`src/rtl/conceal_pkg.sv`:
```
package conceal_pkg;
  typedef enum logic [1:0] {
    MODE_OFF = 2'b00,
    MODE_PCM = 2'b01,
    MODE_ALL = 2'b10,
    MODE_RSV = 2'b11
  } mode_e;

  function automatic logic conceal_applies(input logic [1:0] mode, input logic en,
                                           input logic npcm);
    logic r;
    r = 1'b0;
    if (en) begin
      case (mode_e'(mode))
        MODE_PCM: r = !npcm;
        MODE_ALL: r = 1'b1;
        default:  r = 1'b0;
      endcase
    end
    return r;
  endfunction
endpackage

```
`src/rtl/conceal_chan.sv`:
```
module conceal_chan #(
  parameter int DATA_W   = 24,
  parameter int HOLD_MAX = 8
) (
  input  logic              clk_i,
  input  logic              rst_ni,
  input  logic              hit_i,
  input  logic              active_i,
  input  logic              par_err_i,
  input  logic [DATA_W-1:0] data_i,
  output logic [DATA_W-1:0] res_data_o,
  output logic              res_mute_o
);
  localparam int CNT_W = $clog2(HOLD_MAX + 2);
  localparam logic [CNT_W-1:0] CNT_SAT = CNT_W'(HOLD_MAX + 1);
  localparam logic [CNT_W-1:0] CNT_LIM = CNT_W'(HOLD_MAX);

  logic [DATA_W-1:0] held_q, held_d;
  logic [CNT_W-1:0]  run_q, run_d;

  always_comb begin
    held_d     = par_err_i ? held_q : data_i;
    res_data_o = data_i;
    res_mute_o = 1'b0;
    run_d      = '0;
    if (active_i && par_err_i) begin
      run_d = (run_q == CNT_SAT) ? run_q : run_q + 1'b1;
      if (run_d > CNT_LIM) begin
        res_data_o = '0;
        res_mute_o = 1'b1;
      end else begin
        res_data_o = held_q;
      end
    end
  end

  always_ff @(posedge clk_i or negedge rst_ni) begin
    if (!rst_ni) begin
      held_q <= '0;
      run_q  <= '0;
    end else if (hit_i) begin
      held_q <= held_d;
      run_q  <= run_d;
    end
  end
endmodule

```
`src/rtl/refresh_timer.sv`:
```
module refresh_timer #(
  parameter int FRAMES = 192,
  parameter int CH_W   = 1,
  parameter int LAST_CH = 1
) (
  input  logic            clk_i,
  input  logic            rst_ni,
  input  logic            vld_i,
  input  logic [CH_W-1:0] chan_i,
  input  logic            par_err_i,
  output logic            ok_o
);
  localparam int CNT_W = $clog2(FRAMES + 2);
  localparam logic [CNT_W-1:0] CNT_SAT = CNT_W'(FRAMES + 1);
  localparam logic [CNT_W-1:0] CNT_LIM = CNT_W'(FRAMES);

  logic [CNT_W-1:0] clean_q;

  always_ff @(posedge clk_i or negedge rst_ni) begin
    if (!rst_ni) begin
      clean_q <= '0;
    end else if (vld_i) begin
      if (par_err_i)
        clean_q <= '0;
      else if (chan_i == CH_W'(LAST_CH) && clean_q != CNT_SAT)
        clean_q <= clean_q + 1'b1;
    end
  end

  assign ok_o = clean_q > CNT_LIM;
endmodule

```
`src/rtl/audio_conceal.sv`:
```
module audio_conceal
  import conceal_pkg::*;
#(
  parameter int DATA_W   = 24,
  parameter int NUM_CH   = 2,
  parameter int HOLD_MAX = 8,
  parameter int FRAMES   = 192,
  localparam int CH_W    = $clog2(NUM_CH)
) (
  input  logic              clk_i,
  input  logic              rst_ni,
  input  logic              smp_vld_i,
  input  logic [CH_W-1:0]   smp_chan_i,
  input  logic [DATA_W-1:0] smp_data_i,
  input  logic              par_err_i,
  input  logic              non_pcm_i,
  input  logic              err_en_i,
  input  logic [1:0]        mode_i,
  output logic [DATA_W-1:0] data_o,
  output logic              mute_o,
  output logic              refresh_ok_o
);
  logic              active;
  logic [DATA_W-1:0] ch_data [NUM_CH];
  logic              ch_mute [NUM_CH];

  assign active = conceal_applies(mode_i, err_en_i, non_pcm_i);

  for (genvar c = 0; c < NUM_CH; c++) begin : g_ch
    conceal_chan #(.DATA_W(DATA_W), .HOLD_MAX(HOLD_MAX)) u_chan (
      .clk_i      (clk_i),
      .rst_ni     (rst_ni),
      .hit_i      (smp_vld_i && smp_chan_i == CH_W'(c)),
      .active_i   (active),
      .par_err_i  (par_err_i),
      .data_i     (smp_data_i),
      .res_data_o (ch_data[c]),
      .res_mute_o (ch_mute[c])
    );
  end

  always_ff @(posedge clk_i or negedge rst_ni) begin
    if (!rst_ni) begin
      data_o <= '0;
      mute_o <= 1'b0;
    end else if (smp_vld_i) begin
      data_o <= ch_data[smp_chan_i];
      mute_o <= ch_mute[smp_chan_i];
    end
  end

  refresh_timer #(.FRAMES(FRAMES), .CH_W(CH_W), .LAST_CH(NUM_CH - 1)) u_refresh (
    .clk_i     (clk_i),
    .rst_ni    (rst_ni),
    .vld_i     (smp_vld_i),
    .chan_i    (smp_chan_i),
    .par_err_i (par_err_i),
    .ok_o      (refresh_ok_o)
  );
endmodule

```
`config.mk`:
```
export PLATFORM = sky130hd
export DESIGN_NAME = audio_conceal
export DESIGN_NICKNAME = d
export VERILOG_FILES = /design/src/rtl/conceal_pkg.sv /design/src/rtl/conceal_chan.sv /design/src/rtl/refresh_timer.sv /design/src/rtl/audio_conceal.sv
export SDC_FILE = /design/constraint.sdc
export NUM_CORES = 1
export LEC_CHECK = 0
export ABC_AREA = 1
export BUFFER_PORTS_ARGS = -buffer_cell sky130_fd_sc_hd__buf_2
export CORE_ASPECT_RATIO = 1.4
export CORE_MARGIN = 2
export CORE_UTILIZATION = 40
export DETAILED_ROUTE_END_ITERATION = 10
export HOLD_SLACK_MARGIN = 0.1
export SYNTH_ARGS = -nofsm -noshare
export SYNTH_HDL_FRONTEND = slang
export SYNTH_HIERARCHICAL = 1
export SYNTH_SLANG_ARGS = --single-unit
```
`constraint.sdc`:
```
create_clock -name clk_i -period 2 [get_ports clk_i]
set_input_delay 0.1 -clock clk_i [delete_from_list [all_inputs] [get_ports clk_i]]
set_output_delay 0.1 -clock clk_i [all_outputs]
set_load 0.005 [all_outputs]
```
==> results.md, run 1 <==
- The worst max-slew margin expressed relative to the limit is 61.26%.
- The number of hold-slack violations in the final timing report is 0.
- In the post-synthesis netlist, the biggest area contributors are dfrtp_1 (43%), nand2_1 (15%), nand3_1 (8.8%).
- The worst-margin pin slew is 0.5805 ns.
- The biggest area contributor in the post-synthesis netlist is dfrtp_1.
- The synthesized design devotes to its leading area cell type 43.08% of total area.
- The post-synthesis instance area is 5170 um2.
- The peak clock frequency supported by timing is 547.3 MHz.
- The tool flagged a number of max-cap violations equal to 0.
- For this run, asynchronously set or reset flops after synthesis account for 100.0%.
- For this design the static power due to leakage is 3.294 nW.
- The min-delay analysis places its worst path in the category primary input to flop.
- The number of fill cells is 1278.
- The number of setup violations in the final report is 0.
- Clock tree synthesis selected as its root buffer the cell clkbuf_16.
- The total power divided by cell area is 744.4 nW/um2.
- TritonCTS built the clock tree.
- Data on the critical path is required at its endpoint by 2.27 ns.
- The share of layout cells above drive strength 1 is 15.72%.
- From left edge to right edge, the die measures 100.1 um.
- The maximum count of clock buffers along a single path is 2.
- The net count of the finished layout is 833.
- Summed over all failing endpoints, the final setup total negative slack is 0 ns.
- The worst setup skew after layout is 0.004903 ns.
- Summed over all layers, the global routing overflow is 0.
- The detail-routed via count per cell is 5.017.
- The commonest cells after synthesis are nand2_1 (202), nor2_1 (112), nand3_1 (91), dfrtp_1 (89), inv_1 (74).
- VDD sags by at most 0.4642 mV.
- The via count of the first global-routing pass is 4752.
- The number of port buffers is 58.
- Setup repair after global routing left no endpoint under its margin.
- At the end of routability-driven placement, the weighted congestion stood at 0.8026.
- After the first detailed-routing iteration, the DRC count stood at 175.
- When the netlist entered floorplanning its net count stood at 761.
- The area overhead of the layout relative to synthesis is 18.05%.
- The final number of max-transition violations came to 0.
- The dominant register cell in the synthesized netlist is dfrtp_1.
- The portion of the clock cycle consumed by the worst path in the final layout is 91.36%.
- The type of origin of the critical path is a flop.
- The slack of the worst reg-to-reg path is 0.17 ns.
- In this run the vertical extent of the chip is 138.5 um.
- The number of buffers created by CTS is 9.
- The clock transition at the register clock pins on the worst setup and hold paths after CTS is 0.06 ns.
- The number of remaining DRC errors is 0.
- STA classifies the critical path endpoint as a flop.
- The final critical path time including I/O delays and setup is 1.827 ns.
- After synthesis the netlist holds a flip-flop and latch count of 89.
- The maximum number of pins on one net before global-route repair is 53.
- The count of warnings emitted by yosys is 6.
- The number of enable-type register cells in the synthesized netlist is 0.
- In this run the remaining antenna-violating nets after routing total 0.
- The floorplan step defined a core boundary enclosing 12750 um2.
- The average routed wire per standard cell is 13.84 um.
- The later pin in the worst-skew pair is clocked with a latency of 0.34 ns.
- The starting density of the core is 40.54%.
- The initial antenna violation count is 0.
- The die covers 13860 um2.
- The H-tree level count is 3.
- The number of sinks handled by clock tree synthesis is 89.
- The first global-routing pass estimated 22220 um of wire.
- Synthesis instantiated 28 different standard cells from the library.
- The number of cells produced by synthesis is 719.
- Once detailed placement completed, the half-perimeter wirelength came to 8319 um.
- The number of antenna diodes is 0.
- The final wirelength is 13120 um.
- During I/O placement, the number of pins put on the boundary was 59.
- Before antenna repair, the detailed router went through 4 iterations.
- Along the worst path, the maximum fanout reaches 6.
- The proportion of synthesized chip area in sequential cells is 43.08%.
- A synthesized cell averages 7.190 um2.
- The type of the worst setup path is flop to flop.
- In the post-synthesis netlist, the cell with the most instances is nand2_1.
- The power consumption is 0.004543 W.
- The number of cell rows is 49.
- The total track usage is 19.82%.
- The run finished with clean final reports.
- At the worst endpoint, the arrival time is 2.10 ns.
- The routed layout has 4756 vias.
## per-stage QoR
stage	hold slack [ns]	std cells	cell area, um2	utilization (%)	worst slack (ns)
finish	0.1482	948	6103	47.86	0.1728
CTS	0.1384	944	6013	47.15	0.08594
floorplan	-0.1956	719	5170	-	0.3421
detailed placement	0.09986	904	5465	42.86	0.09895
global placement	0.09548	904	5465	42.86	0.2076
global route	0.1562	948	6103	47.86	0.02927
## critical path, cell delays in order, from the launching register on
cell     delay [ns]
dfrtp_1        0.41
inv_2          0.07
ha_2           0.18
nand2_1        0.10
nor2_4         0.15
nand2_2        0.07
nand2_2        0.09
nand3_4        0.20
nand2_4        0.21
nand2_1        0.07
nand2_1        0.06
nand3_1        0.07
nand3_1        0.08
## metal layers
layer / wire, um / global-route usage [%]
met1: 5607 / 23.80
met2: 6709 / 35.17
met4: 328 / 7.282
met5: 0 / 0
met3: 478 / 3.337
## flip-flops by register name, indices dropped and copies added (netlist names)
signal,cells
g_ch.u_chan/held_q,48
u_refresh/clean_q,8
g_ch.u_chan/run_q,8
mute_o,1
data_o,24
## cells by family after synthesis
group / share of synthesized area (%)
simple gates: 36.47
compound gates: 6.220
buf+inv: 11.71
flops: 43.08
xor+xnor: 0.3389
fa+ha+maj: 2.178
## layout make-up
type / instances / area, um2 / share of cell area, %
sequential: 89 / 2227 / 36.49
inverter: 77 / 294.0 / 4.818
tap: 153 / 191.4 / 3.137
clock inverter: 2 / 37.54 / 0.6150
multi-input combinational: 517 / 2420 / 39.65
clock buffer: 13 / 260.3 / 4.264
timing repair buffer: 97 / 673.1 / 11.03
## path summary, 6_finish.rpt
check | start | endpoint | depth (start not counted)
setup / recovery | g_ch[0].u_chan/run_q[1] | data_o[2] | 12
hold / removal | smp_vld_i | u_refresh/clean_q[3] | 3
setup reg to reg | g_ch[0].u_chan/run_q[1] | data_o[2] | 12
hold reg to reg | data_o[12] | data_o[12] | 2
max in group asynchronous | rst_ni | data_o[19] | 3
min in group asynchronous | rst_ni | g_ch[0].u_chan/held_q[6] | 2
## repair_timing
item,4_1_cts,5_1_grt
setup buffers,0,1
gates resized for setup,0,10
hold buffers,25,0
setup endpoints to repair,0,25
endpoints found under the hold margin,80,0
## power breakdown
part	total, W	leakage [nW]	internal, W	switching (W)
clock network	0.00170	0.142	0.00103	0.000674
logic	0.000734	2.10	0.000288	0.000446
registers	0.00210	1.05	0.00202	0.0000856
total	0.00454	3.29	0.00334	0.00121
## cell usage in the layout, fill, tap and decap left out, types with 3 or more instances in the layout
cell           netlist  final
a21oi_1             50     50
nand2_2             22     24
nand3_1             91     91
ha_1                 9      8
dfrtp_1             89     89
buf_2                6     57
dlygate4sd3_1        0     25
nand2_8              0      3
o22ai_1              8      8
nand2_4              4      4
nor2_1             112    111
buf_4               10     13
inv_1               74     73
clkbuf_16            0      9
nand2_1            202    200
No activity file was read; power rests on OpenSTA's default activity.
==> run 2: changes to the inputs <==
ABC_AREA = not set   (was 1)
SETUP_SLACK_MARGIN = 0.3   (was not set)
clock period = 1.5 ns   (was 2 ns; I/O delays follow)
==> results.md, run 2 <==
- The cell at the slowest stage of the critical path is dfrtp_2.
- The worst setup skew after layout is 0.009599 ns.
- The I/O pin total is 59.
- The number of cells produced by synthesis is 454.
- The netlist uses 46 different library cells.
- Combinational logic is responsible for 20.0% of the overall power.
- Once detail routing completed, the nets flagged for antenna violations numbered 0.
- The checks that failed: setup timing.
- The via count of the first global-routing pass is 4206.
- Summed over all failing endpoints, the final setup total negative slack is -7.416 ns.
- The number of antenna diodes in the final layout is 0.
- The worst IR drop on VDD is 0.5135 mV.
- The critical path is of the flop to flop type.
- The maximum count of clock buffers along a single path is 2.
- The worst-margin pin slew is 0.4355 ns.
- The average instance area after synthesis is 11.38 um2.
- The number of nets in the synthesized netlist is 496.
- After clock tree synthesis, the clock-pin slew on the worst setup and hold paths is 0.06 ns.
- The post-synthesis instance area is 5167 um2.
- The worst slack at placement is -0.4270 ns.
- For this run, the leading register cell type out of synthesis is dfrtp_1.
- The wire length of the first global-routing pass is 21200 um.
- For this run, design rule violations remaining after detail routing come to 0.
- For this block, the initial DRC count from the detailed router was 116.
- The number of cell rows is 49.
- Yosys attributes the largest share of cell area to dfrtp_1 (43%), mux2i_1 (15%), mux2_2 (11%).
- The most frequent cell after synthesis is dfrtp_1.
- The filler cells instantiated in the layout total 1106.
- The leakage power figure is 3.441 nW.
- The clock tree synthesis step divided the H-tree into 3 levels.
- The register with the most flip-flops in the layout has 48 of them.
- After layout, the worst setup slack is -0.3067 ns.
- The biggest area consumer among synthesized cells is dfrtp_1.
- The min-delay analysis places its worst path in the category primary input to flop.
- The final critical path time including I/O delays and setup is 1.807 ns.
- Once the floorplan was initialized, standard cells occupied 40.52% of the core.
- The die is 100.1 um wide.
- The clock network accounts for 33.4% of the total power.
- The endpoint class of the critical path is a flop.
- The net count of the finished layout is 632.
- In this design, the stage delay of the slowest critical-path cell is 0.44 ns.
- The number of sinks handled by clock tree synthesis is 89.
- The clock latency on the worst-skew pair is 0.34 ns.
- Synthesis inferred 89 register bits.
- The number of hold-slack violations in the final timing report was 0.
- The final critical path takes up 120.4% of the cycle.
- The type of origin of the critical path is a flop.
- After routing the design area is 6995 um2.
- The average routed wire per standard cell is 16.94 um.
- Setup repair after global routing could not meet its margin everywhere.
- Traced cell by cell, the critical path runs through ha_4 -> nand3_2 -> o31ai_4 -> o21ai_4 -> buf_12 -> a21oi_2 -> mux2i_1 -> a21oi_1.
- The total area inside the core boundary comes to 12750 um2.
- The top cell type by area accounts for 43.10% of the synthesized area.
- The highest fanout seen on the critical path is 12.
- The largest register by flop count is g_ch.u_chan/held_q.
- The worst pin sits at a relative slew slack of 70.97%.
- The area growth from synthesis to layout is 35.38%.
- Dividing the detail-routed via count by the number of cells gives 5.297.
- The arrival time reported for the critical path endpoint is 2.01 ns.
- The number of maximum-capacitance constraint violations is 0.
- Global routing used 19.16% of the available tracks.
- On the critical path the largest part of the delay comes from compound AO/OA/AOI/OAI gates.
- Sequential elements use 43.10% of the synthesized area.
- The internal portion of the total power is 0.004609 W.
- TritonCTS built the clock tree.
- The share of layout cells above drive strength 1 is 46.05%.
- The placed wire-length estimate is 8588 um.
- In this run the power spent charging and discharging nets is 0.001674 W.
- The part of the total power dissipated in sequential elements is 46.6%.
- Yosys mapped a number of flops with a built-in enable equal to 0.
- The overall die height is 138.5 um.
- The congestion estimate from routability-driven global placement came to 0.8054.
- The maximum number of pins on one net before global-route repair is 39.
- The count of warnings emitted by yosys is 6.
- For this run the aggregate overflow at the end of global routing stands at 0.
- Leaving out fill and tap cells, the most frequent cell in the layout is dfrtp_1.
- The number of port buffers is 58.
- The number of setup violations in the final report is 30.
- The final number of max-transition violations came to 0.
- After synthesis, the most frequently instantiated cells are dfrtp_1 (89), mux2i_1 (75), a21oi_1 (55), mux2_2 (50), nor2_1 (28).
- The power consumption is 0.006284 W.
- The initial antenna violation count was 0.
- In this run the clock root is driven by a clkbuf_16.
- The largest registers in the layout are g_ch.u_chan/held_q: 48 flops, data_o: 24 flops.
- The total via count after detailed routing is 3962.
- Dividing total power by cell area gives a power density of 898.2 nW/um2.
- The buffering stage count on the worst path with inverters included is 1.
- The flow ran to the end, but the final reports show violations.
- Leaving out fill and tap cells, the most frequent cells in the layout are dfrtp_1 (83), mux2i_1 (75), buf_2 (57).
- After detailed routing, the total wire length is 12670 um.
- The total die area is 13860 um2.
- The first-pass detailed-route iteration total is 4.
- TritonCTS created 9 clock buffers.
- Net switching is 26.65% of the power.
- The peak clock frequency supported by timing is 553.5 MHz.
- Data on the critical path is required at its endpoint by 1.70 ns.
- The placed instances occupy a cell area of 6056 um2.
- The share of async-settable or async-resettable flops after synthesis is 100.0%.
run 2: metrics by stage:
stage	cells	hold WS, ns	util [%]
global route	748	0.1487	54.86
floorplan	454	-0.2206	-
global placement	687	0.04792	47.49
CTS	741	0.1272	53.56
detailed placement	687	0.04874	47.49
finish	748	0.1294	54.86
run 2: power by group through the flow:
stage | Clock (W) | Combinational, W | Sequential [W]
3_5_place_dp | 0 | 0.00107 | 0.00297
5_1_grt | 0.00227 | 0.00138 | 0.00298
4_1_cts | 0.00215 | 0.00123 | 0.00293
3_3_place_gp | 0 | 0.00104 | 0.00296
6_report | 0.00210 | 0.00126 | 0.00293
2_1_floorplan | 0 | 0.000683 | 0.00294
run 2: logic make-up after synthesis:
logic type	Yosys count	share of synthesized area [%]
xor+xnor	4	0.9686
buf+inv	41	5.496
mux	125	25.42
fa+ha+maj	9	2.179
flops	89	43.10
simple gates	81	9.225
compound gates	105	13.61
run 2: routing by layer:
metal,vias up,part of all wire [%],global-route usage (%)
met5,-,0,0
met4,0,0.95,5.552
met3,8,2.2,2.679
met2,57,55,34.74
met1,1993,42,23.34
li1,1904,-,-
run 2: worst register-to-register path, cell delays in order (launching register included):
cell and delay [ns]:
dfrtp_2 0.44, ha_4 0.26, nand3_2 0.09, o31ai_4 0.08
o21ai_4 0.29, buf_12 0.21, a21oi_2 0.08, mux2i_1 0.15
a21oi_1 0.09
run 2: path summary, 6_finish.rpt:
kind / startpoint / end / slack [ns] / cells after the start
max in group asynchronous: rst_ni / g_ch[0].u_chan/held_q[12] / 0.76 / 3
worst max-delay path: g_ch[0].u_chan/run_q[0] / data_o[11] / -0.31 / 8
worst min-delay path: smp_chan_i / u_refresh/clean_q[2] / 0.13 / 3
min in group asynchronous: rst_ni / u_refresh/clean_q[2] / 0.21 / 2
worst max register to register: g_ch[0].u_chan/run_q[0] / data_o[11] / -0.31 / 8
worst min register to register: g_ch[1].u_chan/held_q[21] / g_ch[1].u_chan/held_q[21] / 0.51 / 1
run 2: cell type report:
cell class	count	area, um2	area share [%]
Inverter	12	57.56	0.8228
Multi-Input combinational cell	324	2930	41.89
Tap cell	153	191.4	2.737
Clock inverter	4	27.53	0.3935
Sequential cell	89	2235	31.94
Timing Repair Buffer	154	1308	18.69
Clock buffer	12	246.5	3.524
run 2: what timing repair did:
| item | in CTS | in global routing |
|---|---|---|
| buffers inserted | 13 | 6 |
| hold endpoints to repair | 137 | 0 |
| gates cloned | 0 | 1 |
| setup endpoints to repair | 42 | 42 |
| pin swaps | 12 | 17 |
| resized for setup | 38 | 24 |
| hold buffers | 25 | 0 |
==> run 3: changes to the inputs <==
RECOVER_POWER = 100   (was not set)
==> results.md, run 3 (same netlist as run 2, synthesis figures left out) <==
- For this design the top-level I/O count stands at 59.
- The checks that failed: setup timing.
- The number of hold-slack violations in the final timing report is 0.
- Leaving out fill and tap cells, the most frequent cell in the layout is dfrtp_1.
- The analysis attributes to cell leakage a power of 3.396 nW.
- Walking the worst path, the cells encountered are ha_4 -> nand3_2 -> o31ai_4 -> o21ai_4 -> buf_12 -> a21oi_2 -> mux2i_1 -> a21oi_1.
- The H-tree was split into 3 levels.
- Adding up every negative setup slack in the final design gives -7.435 ns.
- The wire length of the first global-routing pass is 21200 um.
- IR analysis of the VDD net gives a maximum drop of 0.5138 mV.
- After detailed routing, the number of remaining DRC violations is 0.
- The floorplan step set the die height to 138.5 um.
- The final number of max-transition violations is 0.
- The number of antenna diodes is 0.
- The run finished, with violations left.
- Entering global routing, the biggest net connects 39 pins.
- Clock skew on the completed layout was measured at 0.009697 ns.
- The placeable core region is 12750 um2.
- The cell at the slowest stage of the critical path is dfrtp_2.
- The starting density of the core is 40.52%.
- The cell at the root of the clock tree is clkbuf_16.
- The net count of the finished layout is 632.
- The total die area is 13860 um2.
- Counting cells, the worst reg-to-reg path comes to 8.
- The instance count along the most critical hold path is 3.
- Setup repair after global routing could not meet its margin everywhere.
- The final route contains 3979 vias.
- STA classifies the critical path endpoint as a flop.
- The TritonCTS clock tree is built.
- The floorplan step set the die width to 100.1 um.
- Across every metal layer, demand over resource in global routing totals 19.16%.
- The area overhead of the layout relative to synthesis is 34.31%.
- The total power divided by cell area is 902.7 nW/um2.
- Once layout is complete, the utilization of the core stands at 54.43%.
- The number of sinks handled by clock tree synthesis is 89.
- The final antenna-violating net count is 0.
- The highest fanout seen on the critical path is 12.
- Cells with a size suffix above 1 make up 43.70% of the layout.
- The clock transition at the register clock pins on the worst setup and hold paths after CTS is 0.06 ns.
- The register with the most flip-flops in the final layout is g_ch.u_chan/held_q.
- In the final layout, the registers with the most flip-flops are g_ch.u_chan/held_q: 48 flops, data_o: 24 flops.
- The worst-case hold slack is 0.1694 ns.
- The register with the most flip-flops in the layout has 48 of them.
- At the worst endpoint, the required time is 1.70 ns.
- The type of the worst setup path is flop to flop.
- The arrival time reported for the critical path endpoint is 2.01 ns.
- Routability-driven placement finished with a final weighted congestion of 0.8054.
- The first-pass detailed-route iteration total is 4.
- The min-delay analysis places its worst path in the category primary input to flop.
- The worst max-slew margin expressed relative to the limit is 48.43%.
- The via count of the first global-routing pass was 4206.
- The average routed wire per standard cell is 16.95 um.
- The remaining global-route overflow is 0.
- OpenSTA, run right after detailed placement, puts the worst setup slack at -0.4270 ns.
- The number of port buffers is 58.
- After layout, the worst path uses 120.5% of the clock period.
- The initial antenna violation count is 0.
- The number of maximum-capacitance constraint violations is 0.
- In the layout the commonest cells are dfrtp_1 (83), mux2i_1 (75), a21oi_1 (51).
- The met1 wire length is 5370 um.
- The worst setup path is launched from a flop.
- The final critical path time including I/O delays and setup is 1.807 ns.
- Row generation in the floorplan step produced 49 rows.
- TritonCTS created 9 clock buffers.
- The clock passes through at most 2 buffers.
- The worst-case setup margin in the final layout is -0.3068 ns.
- The number of fill cells is 1123.
- Setup violations remaining at the end of the flow were counted as 30.
- The final layout contains routed wiring with a total length of 12680 um.
- On the worst path, the slowest cell contributes a delay of 0.44 ns.
- The highest routed metal layer is met4.
- The violation count after the first detailed-route iteration is 112.
- Summed over all nets, wire length on met3 after detailed routing comes to 267 um.
- The later pin in the worst-skew pair is clocked with a latency of 0.34 ns.
- The placed wire-length estimate is 8588 um.
- The routed length on met2 is 6928 um.
- For the pin with the worst max-slew slack, the measured transition is 0.7735 ns.
- Using the TritonRoute via totals, the vias-per-cell ratio works out to 5.320.
- Based on the critical path, the design can be clocked at up to 553.5 MHz.
[run 3: path summary, 6_finish.rpt]
kind / endpoint / start / slack [ns]
min in group asynchronous: u_refresh/clean_q[2] / rst_ni / 0.34
max: data_o[11] / g_ch[0].u_chan/run_q[0] / -0.31
max in group asynchronous: g_ch[1].u_chan/run_q[0] / rst_ni / 0.14
min reg2reg: g_ch[1].u_chan/held_q[21] / g_ch[1].u_chan/held_q[21] / 0.51
max reg2reg: data_o[11] / g_ch[0].u_chan/run_q[0] / -0.31
min: g_ch[1].u_chan/run_q[0] / par_err_i / 0.17
[run 3: metrics by stage]
stage / instances / area [um2] / total power [W]
after CTS: 741 / 6830 / 0.006311
after floorplan: 454 / 5284 / 0.003618
after detailed placement: 687 / 6056 / 0.004043
after global placement: 687 / 6056 / 0.003999
final: 748 / 6940 / 0.006265
after global routing: 748 / 6940 / 0.006604
[run 3: worst max-delay path, delay by kind of cell, from the launching register on]
family                   cells  cell delay (ns)
adder cells (fa/ha/maj)      1             0.26
AND/OR/NAND/NOR              1             0.09
AO/OA/AOI/OAI                4             0.53
flip-flops                   1             0.44
multiplexers                 1             0.15
buffers and inverters        1             0.20
[run 3: final cells by class]
cell class	instances	area, um2	area share [%]
Clock buffer	12	246.5	3.551
Clock inverter	4	27.53	0.3966
Inverter	12	57.56	0.8293
Multi-Input combinational cell	324	2925	42.15
Sequential cell	89	2235	32.20
Tap cell	153	191.4	2.758
Timing Repair Buffer	154	1257	18.12
[run 3: metal layers]
layer / global-route usage [%] / vias to the layer above
met3: 2.679 / 6
met4: 5.552 / 0
met2: 34.74 / 61
li1: - / 1907
met1: 23.34 / 2005
met5: 0 / -
[run 3: what timing repair did]
action                                  CTS  global route
buffers inserted                         13             6
resized for setup                        38            24
hold endpoints to repair                137             0
endpoints found under the setup margin   42            42
pin swaps                                12            17
hold buffers                             25             0
gates cloned                              0             1
[run 3: report_power, final]
part / switching, W / internal [W] / leakage (nW)
registers: 0.000188 / 0.00274 / 1.06
logic: 0.000560 / 0.000674 / 2.20
clock network: 0.000928 / 0.00117 / 0.137
